`src/rtl/spi_id_pkg.sv`:
```
// Shared definitions for the SPI identification responder.
// Assumes: one command byte per selection, response of fixed length.
package spi_id_pkg;
    localparam int unsigned BYTE_W   = 8;
    localparam int unsigned ID_BYTES = 4;   // bytes before the zero tail

    typedef enum logic [1:0] {
        CMD_SHIFT  = 2'd0,
        CMD_MATCH  = 2'd1,
        CMD_IGNORE = 2'd2
    } cmd_state_e;
endpackage

```
`src/rtl/spi_pin_sync.sv`:
```
// Brings sck, cs_n and mosi into the clk domain through STAGES flops
// each and flags sck edges.
// Assumes: sck phases last longer than STAGES+1 clk cycles. All three
// pins see the same delay, so mosi stays aligned with the detected edge.
module spi_pin_sync #(
    parameter int unsigned STAGES = 2
) (
    input  logic clk,
    input  logic rst_n,
    input  logic sck,
    input  logic cs_n,
    input  logic mosi,
    output logic sck_rise,
    output logic sck_fall,
    output logic cs_hi,
    output logic mosi_s
);
    logic [STAGES-1:0] sck_p;
    logic [STAGES-1:0] cs_p;
    logic [STAGES-1:0] mosi_p;
    logic              sck_prev;

    for (genvar g = 0; g < STAGES; g++) begin : g_stage
        if (g == 0) begin : g_first
            // first flop of each pin samples the raw input
            always_ff @(posedge clk) begin
                if (!rst_n) begin
                    sck_p[0]  <= 1'b0;
                    cs_p[0]   <= 1'b1;
                    mosi_p[0] <= 1'b0;
                end else begin
                    sck_p[0]  <= sck;
                    cs_p[0]   <= cs_n;
                    mosi_p[0] <= mosi;
                end
            end
        end else begin : g_next
            // later flops pass the previous stage along
            always_ff @(posedge clk) begin
                if (!rst_n) begin
                    sck_p[g]  <= 1'b0;
                    cs_p[g]   <= 1'b1;
                    mosi_p[g] <= 1'b0;
                end else begin
                    sck_p[g]  <= sck_p[g-1];
                    cs_p[g]   <= cs_p[g-1];
                    mosi_p[g] <= mosi_p[g-1];
                end
            end
        end
    end

    // remember last synchronized sck level for edge detection
    always_ff @(posedge clk) begin
        if (!rst_n) sck_prev <= 1'b0;
        else        sck_prev <= sck_p[STAGES-1];
    end

    assign sck_rise = sck_p[STAGES-1] & ~sck_prev;
    assign sck_fall = ~sck_p[STAGES-1] & sck_prev;
    assign cs_hi    = cs_p[STAGES-1];
    assign mosi_s   = mosi_p[STAGES-1];
endmodule

```
`src/rtl/spi_cmd_shifter.sv`:
```
// Collects the command byte MSB first on sck rising edges and decides,
// on the eighth bit, whether it is the identification code.
// Assumes: cs_hi clears all state; bits after the eighth are ignored.
module spi_cmd_shifter
    import spi_id_pkg::*;
#(
    parameter logic [BYTE_W-1:0] CMD_CODE = 8'h9F
) (
    input  logic clk,
    input  logic rst_n,
    input  logic sck_rise,
    input  logic cs_hi,
    input  logic mosi_s,
    output logic matched
);
    localparam int unsigned CNT_W = $clog2(BYTE_W);

    cmd_state_e        state;
    logic [BYTE_W-2:0] shreg;
    logic [CNT_W-1:0]  bit_cnt;
    logic [BYTE_W-1:0] full_byte;

    assign full_byte = {shreg, mosi_s};

    // shift command bits in and classify the completed byte
    always_ff @(posedge clk) begin
        if (!rst_n || cs_hi) begin
            state   <= CMD_SHIFT;
            shreg   <= '0;
            bit_cnt <= '0;
        end else if (sck_rise && state == CMD_SHIFT) begin
            shreg   <= full_byte[BYTE_W-2:0];
            bit_cnt <= bit_cnt + 1'b1;
            if (bit_cnt == CNT_W'(BYTE_W - 1))
                state <= (full_byte == CMD_CODE) ? CMD_MATCH : CMD_IGNORE;
        end
    end

    assign matched = (state == CMD_MATCH);

    // a decision is only ever taken on a rising sck edge
    p_match_on_rise_r2: assert property (@(posedge clk) disable iff (!rst_n)
        $rose(matched) |-> $past(sck_rise));

    // a rejected command stays rejected until deselection
    p_ignore_sticky_r6: assert property (@(posedge clk) disable iff (!rst_n)
        (state == CMD_IGNORE && !cs_hi) |=> state == CMD_IGNORE);
endmodule

```
`src/rtl/spi_id_serializer.sv`:
```
// Sends the identification bytes MSB first, one bit per sck falling
// edge, once the command shifter reports a match; zeros follow the
// last identification byte.
// Assumes: matched and cs_hi come from the same synchronized domain.
module spi_id_serializer
    import spi_id_pkg::*;
#(
    parameter logic [BYTE_W-1:0] MFR_CODE  = 8'h1F,
    parameter logic [BYTE_W-1:0] DEV_ID_HI = 8'h00,
    parameter logic [BYTE_W-1:0] DEV_ID_LO = 8'h00
) (
    input  logic clk,
    input  logic rst_n,
    input  logic sck_fall,
    input  logic cs_hi,
    input  logic matched,
    output logic miso,
    output logic miso_oe
);
    localparam int unsigned BIT_W  = $clog2(BYTE_W);
    localparam int unsigned IDX_W  = $clog2(ID_BYTES + 1);
    localparam logic [IDX_W-1:0] TAIL_IDX = IDX_W'(ID_BYTES);

    logic [IDX_W-1:0]  byte_idx;
    logic [BIT_W-1:0]  bit_idx;
    logic [BYTE_W-1:0] cur_byte;
    logic              miso_q;
    logic              oe_q;

    // pick the byte currently being sent; the tail is all zeros
    always_comb begin
        case (byte_idx)
            IDX_W'(0): cur_byte = MFR_CODE;
            IDX_W'(1): cur_byte = DEV_ID_HI;
            IDX_W'(2): cur_byte = DEV_ID_LO;
            default:   cur_byte = '0;
        endcase
    end

    // drive one bit per falling edge and step through the bytes
    always_ff @(posedge clk) begin
        if (!rst_n || cs_hi) begin
            byte_idx <= '0;
            bit_idx  <= BIT_W'(BYTE_W - 1);
            miso_q   <= 1'b0;
            oe_q     <= 1'b0;
        end else if (matched && sck_fall) begin
            miso_q  <= cur_byte[bit_idx];
            oe_q    <= 1'b1;
            bit_idx <= bit_idx - 1'b1;
            if (bit_idx == '0 && byte_idx != TAIL_IDX)
                byte_idx <= byte_idx + 1'b1;
        end
    end

    assign miso    = miso_q;
    assign miso_oe = oe_q;

    // deselection disables the output on the next cycle
    p_oe_off_deselected_r7: assert property (@(posedge clk) disable iff (!rst_n)
        cs_hi |=> !oe_q && !miso_q);

    // output is enabled only under a recognised command
    p_oe_needs_match_r6: assert property (@(posedge clk) disable iff (!rst_n)
        oe_q |-> matched);

    // without a falling edge or deselection the output holds
    p_miso_hold_r8: assert property (@(posedge clk) disable iff (!rst_n)
        (!sck_fall && !cs_hi) |=> $stable(miso_q) && $stable(oe_q));

    // once in the zero tail the index stays there
    p_tail_sticky_r5: assert property (@(posedge clk) disable iff (!rst_n)
        (byte_idx == TAIL_IDX && !cs_hi) |=> byte_idx == TAIL_IDX);
endmodule

```
`src/rtl/spi_id_responder.sv`:
```
// Top level of the SPI identification responder: synchronizes the pins,
// decodes the command byte and serializes the identification reply.
// Assumes: clk is at least (SYNC_STAGES+2) times faster per sck phase.
module spi_id_responder
    import spi_id_pkg::*;
#(
    parameter logic [BYTE_W-1:0] CMD_CODE    = 8'h9F,
    parameter logic [BYTE_W-1:0] MFR_CODE    = 8'h1F,
    parameter logic [BYTE_W-1:0] DEV_ID_HI   = 8'h00,
    parameter logic [BYTE_W-1:0] DEV_ID_LO   = 8'h00,
    parameter int unsigned       SYNC_STAGES = 2
) (
    input  logic clk,
    input  logic rst_n,
    input  logic sck,
    input  logic cs_n,
    input  logic mosi,
    output logic miso,
    output logic miso_oe
);
    logic sck_rise;
    logic sck_fall;
    logic cs_hi;
    logic mosi_s;
    logic matched;

    spi_pin_sync #(
        .STAGES(SYNC_STAGES)
    ) u_sync (
        .clk      (clk),
        .rst_n    (rst_n),
        .sck      (sck),
        .cs_n     (cs_n),
        .mosi     (mosi),
        .sck_rise (sck_rise),
        .sck_fall (sck_fall),
        .cs_hi    (cs_hi),
        .mosi_s   (mosi_s)
    );

    spi_cmd_shifter #(
        .CMD_CODE(CMD_CODE)
    ) u_cmd (
        .clk      (clk),
        .rst_n    (rst_n),
        .sck_rise (sck_rise),
        .cs_hi    (cs_hi),
        .mosi_s   (mosi_s),
        .matched  (matched)
    );

    spi_id_serializer #(
        .MFR_CODE  (MFR_CODE),
        .DEV_ID_HI (DEV_ID_HI),
        .DEV_ID_LO (DEV_ID_LO)
    ) u_ser (
        .clk      (clk),
        .rst_n    (rst_n),
        .sck_fall (sck_fall),
        .cs_hi    (cs_hi),
        .matched  (matched),
        .miso     (miso),
        .miso_oe  (miso_oe)
    );
endmodule

```
`config.mk`:
```
export PLATFORM = sky130hd
export DESIGN_NAME = spi_id_responder
export DESIGN_NICKNAME = d
export VERILOG_FILES = /design/src/rtl/spi_id_pkg.sv /design/src/rtl/spi_pin_sync.sv /design/src/rtl/spi_cmd_shifter.sv /design/src/rtl/spi_id_serializer.sv /design/src/rtl/spi_id_responder.sv
export SDC_FILE = /design/constraint.sdc
export NUM_CORES = 1
export LEC_CHECK = 0
export BUFFER_PORTS_ARGS = -buffer_cell sky130_fd_sc_hd__buf_2
export CORE_UTILIZATION = 30
export CTS_CLUSTER_DIAMETER = 80
export DETAILED_ROUTE_END_ITERATION = 8
export PLACE_DENSITY_LB_ADDON = 0.05
export SYNTH_ARGS = -nofsm -noshare
export SYNTH_HDL_FRONTEND = slang
export SYNTH_HIERARCHICAL = 1
export SYNTH_SLANG_ARGS = --single-unit
```
`constraint.sdc`:
```
create_clock -name clk -period 1.4 [get_ports clk]
set_input_delay 0.21 -clock clk [delete_from_list [all_inputs] [get_ports clk]]
set_output_delay 0.21 -clock clk [all_outputs]
set_load 0.01 [all_outputs]
```
==> impl_metrics.csv, run 1 <==
group,metric,value,unit
yosys,ys_warn_count,6,
die,core_area,3470,µm²
route,via_per_inst,4.46,
grt,grt.total_usage,10.1,%
die,io_pins,7,
min_path,holdCritStartpoint,"cs_n",
grt,antenna_found_initial,0,
die,die_w,63.3,µm
die,row_count,21,
power,ir_drop,0.449,mV
power,leakage,0.487,nW
power,power_density,999,nW/µm²
setup_path,r2r_cells,5,
yosys,synth_commonest_cells,"27 x dfxtp_1, 11 x nor2_1, 9 x mux2i_1",
final_layout,nets,131,
yosys,synth-main-ff-cell,"dfxtp_1",
setup_path,path_max_fanout,4,
yosys,ys_seq_elements,27,
min_path,min_to,"u_sync/cs_p[0]",
placement,routabilityCongestion,0.709,
yosys,yosys.cell_types.count,28,
min_path,hold_path.class,"input port to flip-flop",
yosys,yosysTopAreaCellShare,47.9,%
yosys,synthArstFlopShare,0,%
sta,slew_violations,0,
grt,grt-ovfl-total,0,
sta,setup_viol,0,
yosys,synth.most_common_cell,"dfxtp_1",
setup_path,slowest_delay,0.38,ns
sta,tns,0,ns
run,cap_violations,0,
run_status,outcome,"complete, no violations",
sta,finalHoldViolations,0,
grt,grt_pass1_vias,680,
yosys,synth_nets,121,
setup_path,reg2reg_slack,0.15,ns
sta,rsz0062_at_grt,"no",
final_layout,drive_gt1_share,13.4,%
setup_path,arrival,1.46,ns
clock_tree,h-tree-depth,1,
grt,grt_pass1_wl,3.03,mm
sta,post-route-min-period,1.25,ns
route,drt-initial-drc-count,25,
setup_path,path_cells,"inv_1 -> ha_1 -> and4b_4 -> and3_1 -> o21ai_1",
clock_tree,cts_buffer_depth,2,
route,vias,736,
clock_tree,clk_pin_slew_worst_paths,0.09,ns
sta,maxSlewHeadroom,76.2,%
clock_tree,cts-root-buf,"clkbuf_8",
sta,worst_clock_skew,0.00428,ns
setup_path,start_kind,"flip-flop",
placement,placed_area,1210,µm²
setup_path,worstPathRequired,1.61,ns
sta,worst_pin_slew,0.356,ns
min_path,whs_path_depth,2,
sta,period_share,89.5,%
setup_path,crit_slowest_cell,"dfxtp_1",
clock_tree,post_cts_resized,0,
setup_path,timing.rr.start,"u_ser/bit_idx[0]",
yosys,ys_seq_area_share,47.9,%
route,wirelength,1.71,mm
die,dieArea,4010,µm²
clock_tree,insertion_delay,0.27,ns
grt,grt_max_degree,16,
route,wl_per_cell,10.3,µm
die,start_util,32.5,%
clock_tree,cts_sinks,27,
final_layout,antenna_cells,0,
clock_tree,post-cts-setup-buffers,0,
route,drc,0,
yosys,syn_inst,110,
yosys,synth-edff-count,0,
die,die_y,63.3,µm
placement,port_buffers,6,
route,dr.pass1.iters,4,
setup_path,worstReg2RegEnd,"u_ser/byte_idx[2]",
yosys,syn_avg_cell_area,10.2,µm²
placement,place_hpwl,1.22,mm
final_layout,areaGrowthSynthToFinish,11.7,%
setup_path,path_class,"flip-flop to flip-flop",
final_layout,finalInstanceArea,1260,µm²
yosys,synth_top_cell_by_area,"dfxtp_1",
yosys,ys_top_cells_by_area,"dfxtp_1 48%, mux2i_1 8.0%, ha_1 6.7%",
setup_path,crit_path_end_kind,"flip-flop",
clock_tree,cts_tree,"done",
route,ant_nets,0,
sta,fmax,798,MHz
yosys,netlist_area,1130,µm²
clock_tree,numCtsBuffers,3,
clock_tree,cts_hold_buf,0,
-- per-stage QoR --
step / instances / util (%) / hold slack (ns) / power, mW / setup slack (ns)
after global routing: 165 / 36.3 / 0.0996 / 1.32 / 0.0316
after floorplan: 110 / - / 0.283 / 0.826 / 0.229
after global placement: 161 / 35.0 / 0.395 / 0.840 / 0.161
after CTS: 165 / 36.3 / 0.107 / 1.28 / 0.151
after detailed placement: 161 / 35.0 / 0.395 / 0.840 / 0.165
final: 165 / 36.3 / 0.112 / 1.26 / 0.147
-- per-layer routing --
metal  vias up  track usage (%)  share of wire (%)  wire [µm]
li1        388                -                  -          -
met1       332             13.8                 56        960
met2        11             13.4                 37        628
met3         5             2.17                3.5         59
met4         0             7.67                3.3         57
met5         -                0                  0          0
-- power by group --
group / internal, mW / switching (mW) / leakage (nW) / total [mW]
combinational: 0.0229 / 0.0186 / 0.242 / 0.0415
sequential: 0.776 / 0.00330 / 0.219 / 0.780
clock: 0.199 / 0.236 / 0.0255 / 0.436
total: 0.999 / 0.258 / 0.487 / 1.26
-- how the worst max path moves through the flow --
stage | from | endpoint | cells past startpoint
global placement | u_sync/sck_p[1] | u_cmd/shreg[6] | 5
CTS | u_sync/sck_p[1] | u_cmd/state[0] | 5
finish | u_ser/bit_idx[0] | u_ser/byte_idx[2] | 5
detailed placement | u_sync/sck_p[1] | u_cmd/shreg[6] | 5
floorplan | u_sync/sck_p[1] | u_cmd/bit_cnt[1] | 5
global route | u_sync/sck_p[1] | u_cmd/bit_cnt[1] | 5
-- layout make-up --
| cell class | instances | area [µm²] |
|---|---|---|
| Inverter | 4 | 15.0 |
| Multi-Input combinational cell | 76 | 542 |
| Clock buffer | 3 | 41.3 |
| Tap cell | 46 | 57.6 |
| Timing Repair Buffer | 8 | 57.6 |
| Fill cell | 366 | 2210 |
| Clock inverter | 1 | 5.00 |
| Sequential cell | 27 | 541 |
-- cells by family (layout without fill, tap and decap cells) --
group,after synthesis,in the layout,synth area share [%]
and+or+nand+nor,47,47,24.8
DFF,27,27,47.9
AOI/OAI and AO/OA,11,11,6.33
muxes,9,9,7.99
buffers and inverters,7,16,4.00
adders and majority gates,6,6,6.66
xor gates and xnor gates,3,3,2.33
-- cell usage in the layout, fill, tap and decap left out, types with 4 or more instances in the layout --
| cell type | count |
|---|---|
| dfxtp_1 | 27 |
| buf_2 | 6 |
| and2_1 | 7 |
| ha_1 | 6 |
| nor2_1 | 11 |
| nand2_1 | 8 |
| nand4b_1 | 5 |
| nand3_1 | 4 |
| inv_1 | 4 |
| mux2i_1 | 9 |
| nor2b_1 | 4 |
-- registers in the layout, summed over array words and instances, names as in the netlist --
signal / count
u_ser/bit_idx: 3
u_ser/miso_oe: 1
u_ser/miso: 1
u_sync/mosi_p: 1
u_sync/mosi_s: 1
u_sync/cs_hi: 1
u_sync/sck_prev: 1
u_sync/sck_p: 2
u_cmd/shreg: 7
u_cmd/bit_cnt: 3
u_sync/cs_p: 1
u_ser/byte_idx: 3
u_cmd/state: 2
-- critical path: cells and delay by family, from the launching register on --
family / cells / cell delay (ns)
simple gates: 2 / 0.39
buf+inv: 1 / 0.08
flops: 1 / 0.38
fa+ha+maj: 1 / 0.22
compound gates: 1 / 0.13
Power figures use the tool's default switching activity.
==> inputs of run 2 (changes only) <==
--- a/config.mk
+++ b/config.mk
@@ -10,6 +10,7 @@
 export CTS_CLUSTER_DIAMETER = 80
 export DETAILED_ROUTE_END_ITERATION = 8
 export PLACE_DENSITY_LB_ADDON = 0.05
+export RECOVER_POWER = 50
 export SYNTH_ARGS = -nofsm -noshare
 export SYNTH_HDL_FRONTEND = slang
 export SYNTH_HIERARCHICAL = 1
==> run 2 against run 1 <==
Net effect:
- sequential cell count unchanged
- global-route usage unchanged
- critical path depth unchanged
- power about the same
- sequential power about the same
- setup slack got worse by 0.00091 ns
- clock power about the same
==> impl_metrics.csv, run 2 (synthesis gave the netlist of run 1 again) <==
group,metric,value,unit
clock_tree,clk_pin_slew_worst_paths,0.09,ns
die,die_w,63.3,µm
power,power,1.26,mW
die,io_pins,7,
final_layout,fin_cells,165,
placement,dp.cells,161,
clock_tree,h-tree-depth,1,
placement,place_hpwl,1.22,mm
setup_path,path_class,"flip-flop to flip-flop",
route,wl_per_cell,10.3,µm
clock_tree,cts-root-buf,"clkbuf_8",
final_layout,final_util,36.0,%
final_layout,largest_reg_flops,7,
final_layout,final_common_cell,"dfxtp_1",
setup_path,slowest_delay,0.38,ns
placement,placed_area,1210,µm²
setup_path,path_cells,"inv_1 -> ha_1 -> and4b_4 -> and3_1 -> o21ai_1",
sta,slew_violations,0,
die,start_util,32.5,%
route,via_per_inst,4.42,
final_layout,nets,131,
grt,met2_usage,13.4,%
clock_tree,numCtsBuffers,3,
clock_tree,cts_tree,"done",
clock_tree,post-cts-setup-buffers,0,
grt,grt_pass1_wl,3.03,mm
run,cap_violations,0,
grt,gr-max-usage-layer,"met1",
placement,post-place-ws,0.165,ns
setup_path,crit_slowest_cell,"dfxtp_1",
sta,period_share,89.5,%
run_status,outcome,"complete, no violations",
setup_path,crit_path_end_kind,"flip-flop",
grt,grt.total_usage,10.1,%
clock_tree,cts_hold_buf,0,
clock_tree,cts_buffer_depth,2,
die,die_y,63.3,µm
die,core_area,3470,µm²
grt,use_met3,2.17,%
sta,worst_clock_skew,0.00346,ns
route,drc,0,
setup_path,path_max_fanout,4,
setup_path,worstReg2RegEnd,"u_ser/byte_idx[2]",
power,power_density,1010,nW/µm²
placement,port_buffers,6,
grt,grt_max_degree,16,
grt,met1_usage,13.8,%
sta,maxSlewHeadroom,76.2,%
setup_path,reg2reg_slack,0.15,ns
placement,routabilityCongestion,0.709,
min_path,whs_path_depth,2,
final_layout,finalInstanceArea,1250,µm²
sta,setup_viol,0,
grt,grt_pass1_vias,680,
route,dr.pass1.iters,4,
sta,finalHoldViolations,0,
clock_tree,cts_sinks,27,
route,drt-initial-drc-count,16,
setup_path,worstPathRequired,1.61,ns
final_layout,antenna_cells,0,
min_path,hold_path.class,"input port to flip-flop",
clock_tree,insertion_delay,0.27,ns
die,dieArea,4010,µm²
power,ir_drop,0.452,mV
min_path,holdCritStartpoint,"cs_n",
final_layout,areaGrowthSynthToFinish,10.7,%
sta,fmax,798,MHz
grt,grt-ovfl-total,0,
sta,post-route-min-period,1.25,ns
grt,antenna_found_initial,0,
setup_path,timing.rr.start,"u_ser/bit_idx[0]",
clock_tree,post_cts_resized,0,
final_layout,largest-register,"u_cmd/shreg",
final_layout,most-common-layout-cells,"27 x dfxtp_1, 11 x nor2_1, 9 x mux2i_1",
power,leakage,0.475,nW
die,row_count,21,
route,wirelength,1.70,mm
sta,timing.final.ws_setup,0.146,ns
route,ant_nets,0,
setup_path,arrival,1.46,ns
setup_path,r2r_cells,5,
min_path,min_to,"u_sync/cs_p[0]",
sta,worst_pin_slew,0.357,ns
sta,tns,0,ns
sta,whs,0.112,ns
route,vias,729,
setup_path,start_kind,"flip-flop",
final_layout,drive_gt1_share,10.1,%
sta,rsz0062_at_grt,"no",
run 2: per-layer routing:
metal  vias up  part of all wire, %
met4         0                  3.4
li1        389                    -
met5         -                    0
met2        12                   37
met3         5                  3.5
met1       323                   56
run 2: worst max-delay path: cells and delay by family (launching register included):
kind | cells | cell delay (ns)
adder cells (fa/ha/maj) | 1 | 0.22
buffers and inverters | 1 | 0.08
flip-flops | 1 | 0.38
AND/OR/NAND/NOR | 2 | 0.40
AO/OA/AOI/OAI | 1 | 0.13
run 2: final cells by class:
cell class | count | area (µm²)
clock inverters | 1 | 5.00
clock buffers | 3 | 41.3
inverters | 4 | 15.0
repair buffers | 8 | 53.8
flip-flops and latches | 27 | 541
well taps | 46 | 57.6
multi-input cells | 76 | 534
fillers | 369 | 2220
run 2: report_power, final:
part	internal (mW)	switching, mW	total (mW)
registers	0.776	0.00333	0.780
clock network	0.199	0.238	0.437
logic	0.0212	0.0185	0.0397
total	0.997	0.260	1.26
run 2: worst max path at each step:
stage | from | endpoint | slack (ns) | cells after the start
after floorplan | u_sync/sck_p[1] | u_cmd/bit_cnt[1] | 0.23 | 5
after global placement | u_sync/sck_p[1] | u_cmd/shreg[6] | 0.16 | 5
after detailed placement | u_sync/sck_p[1] | u_cmd/shreg[6] | 0.17 | 5
after CTS | u_sync/sck_p[1] | u_cmd/state[0] | 0.15 | 5
after global routing | u_sync/sck_p[1] | u_cmd/bit_cnt[1] | 0.02 | 5
final | u_ser/bit_idx[0] | u_ser/byte_idx[2] | 0.15 | 5
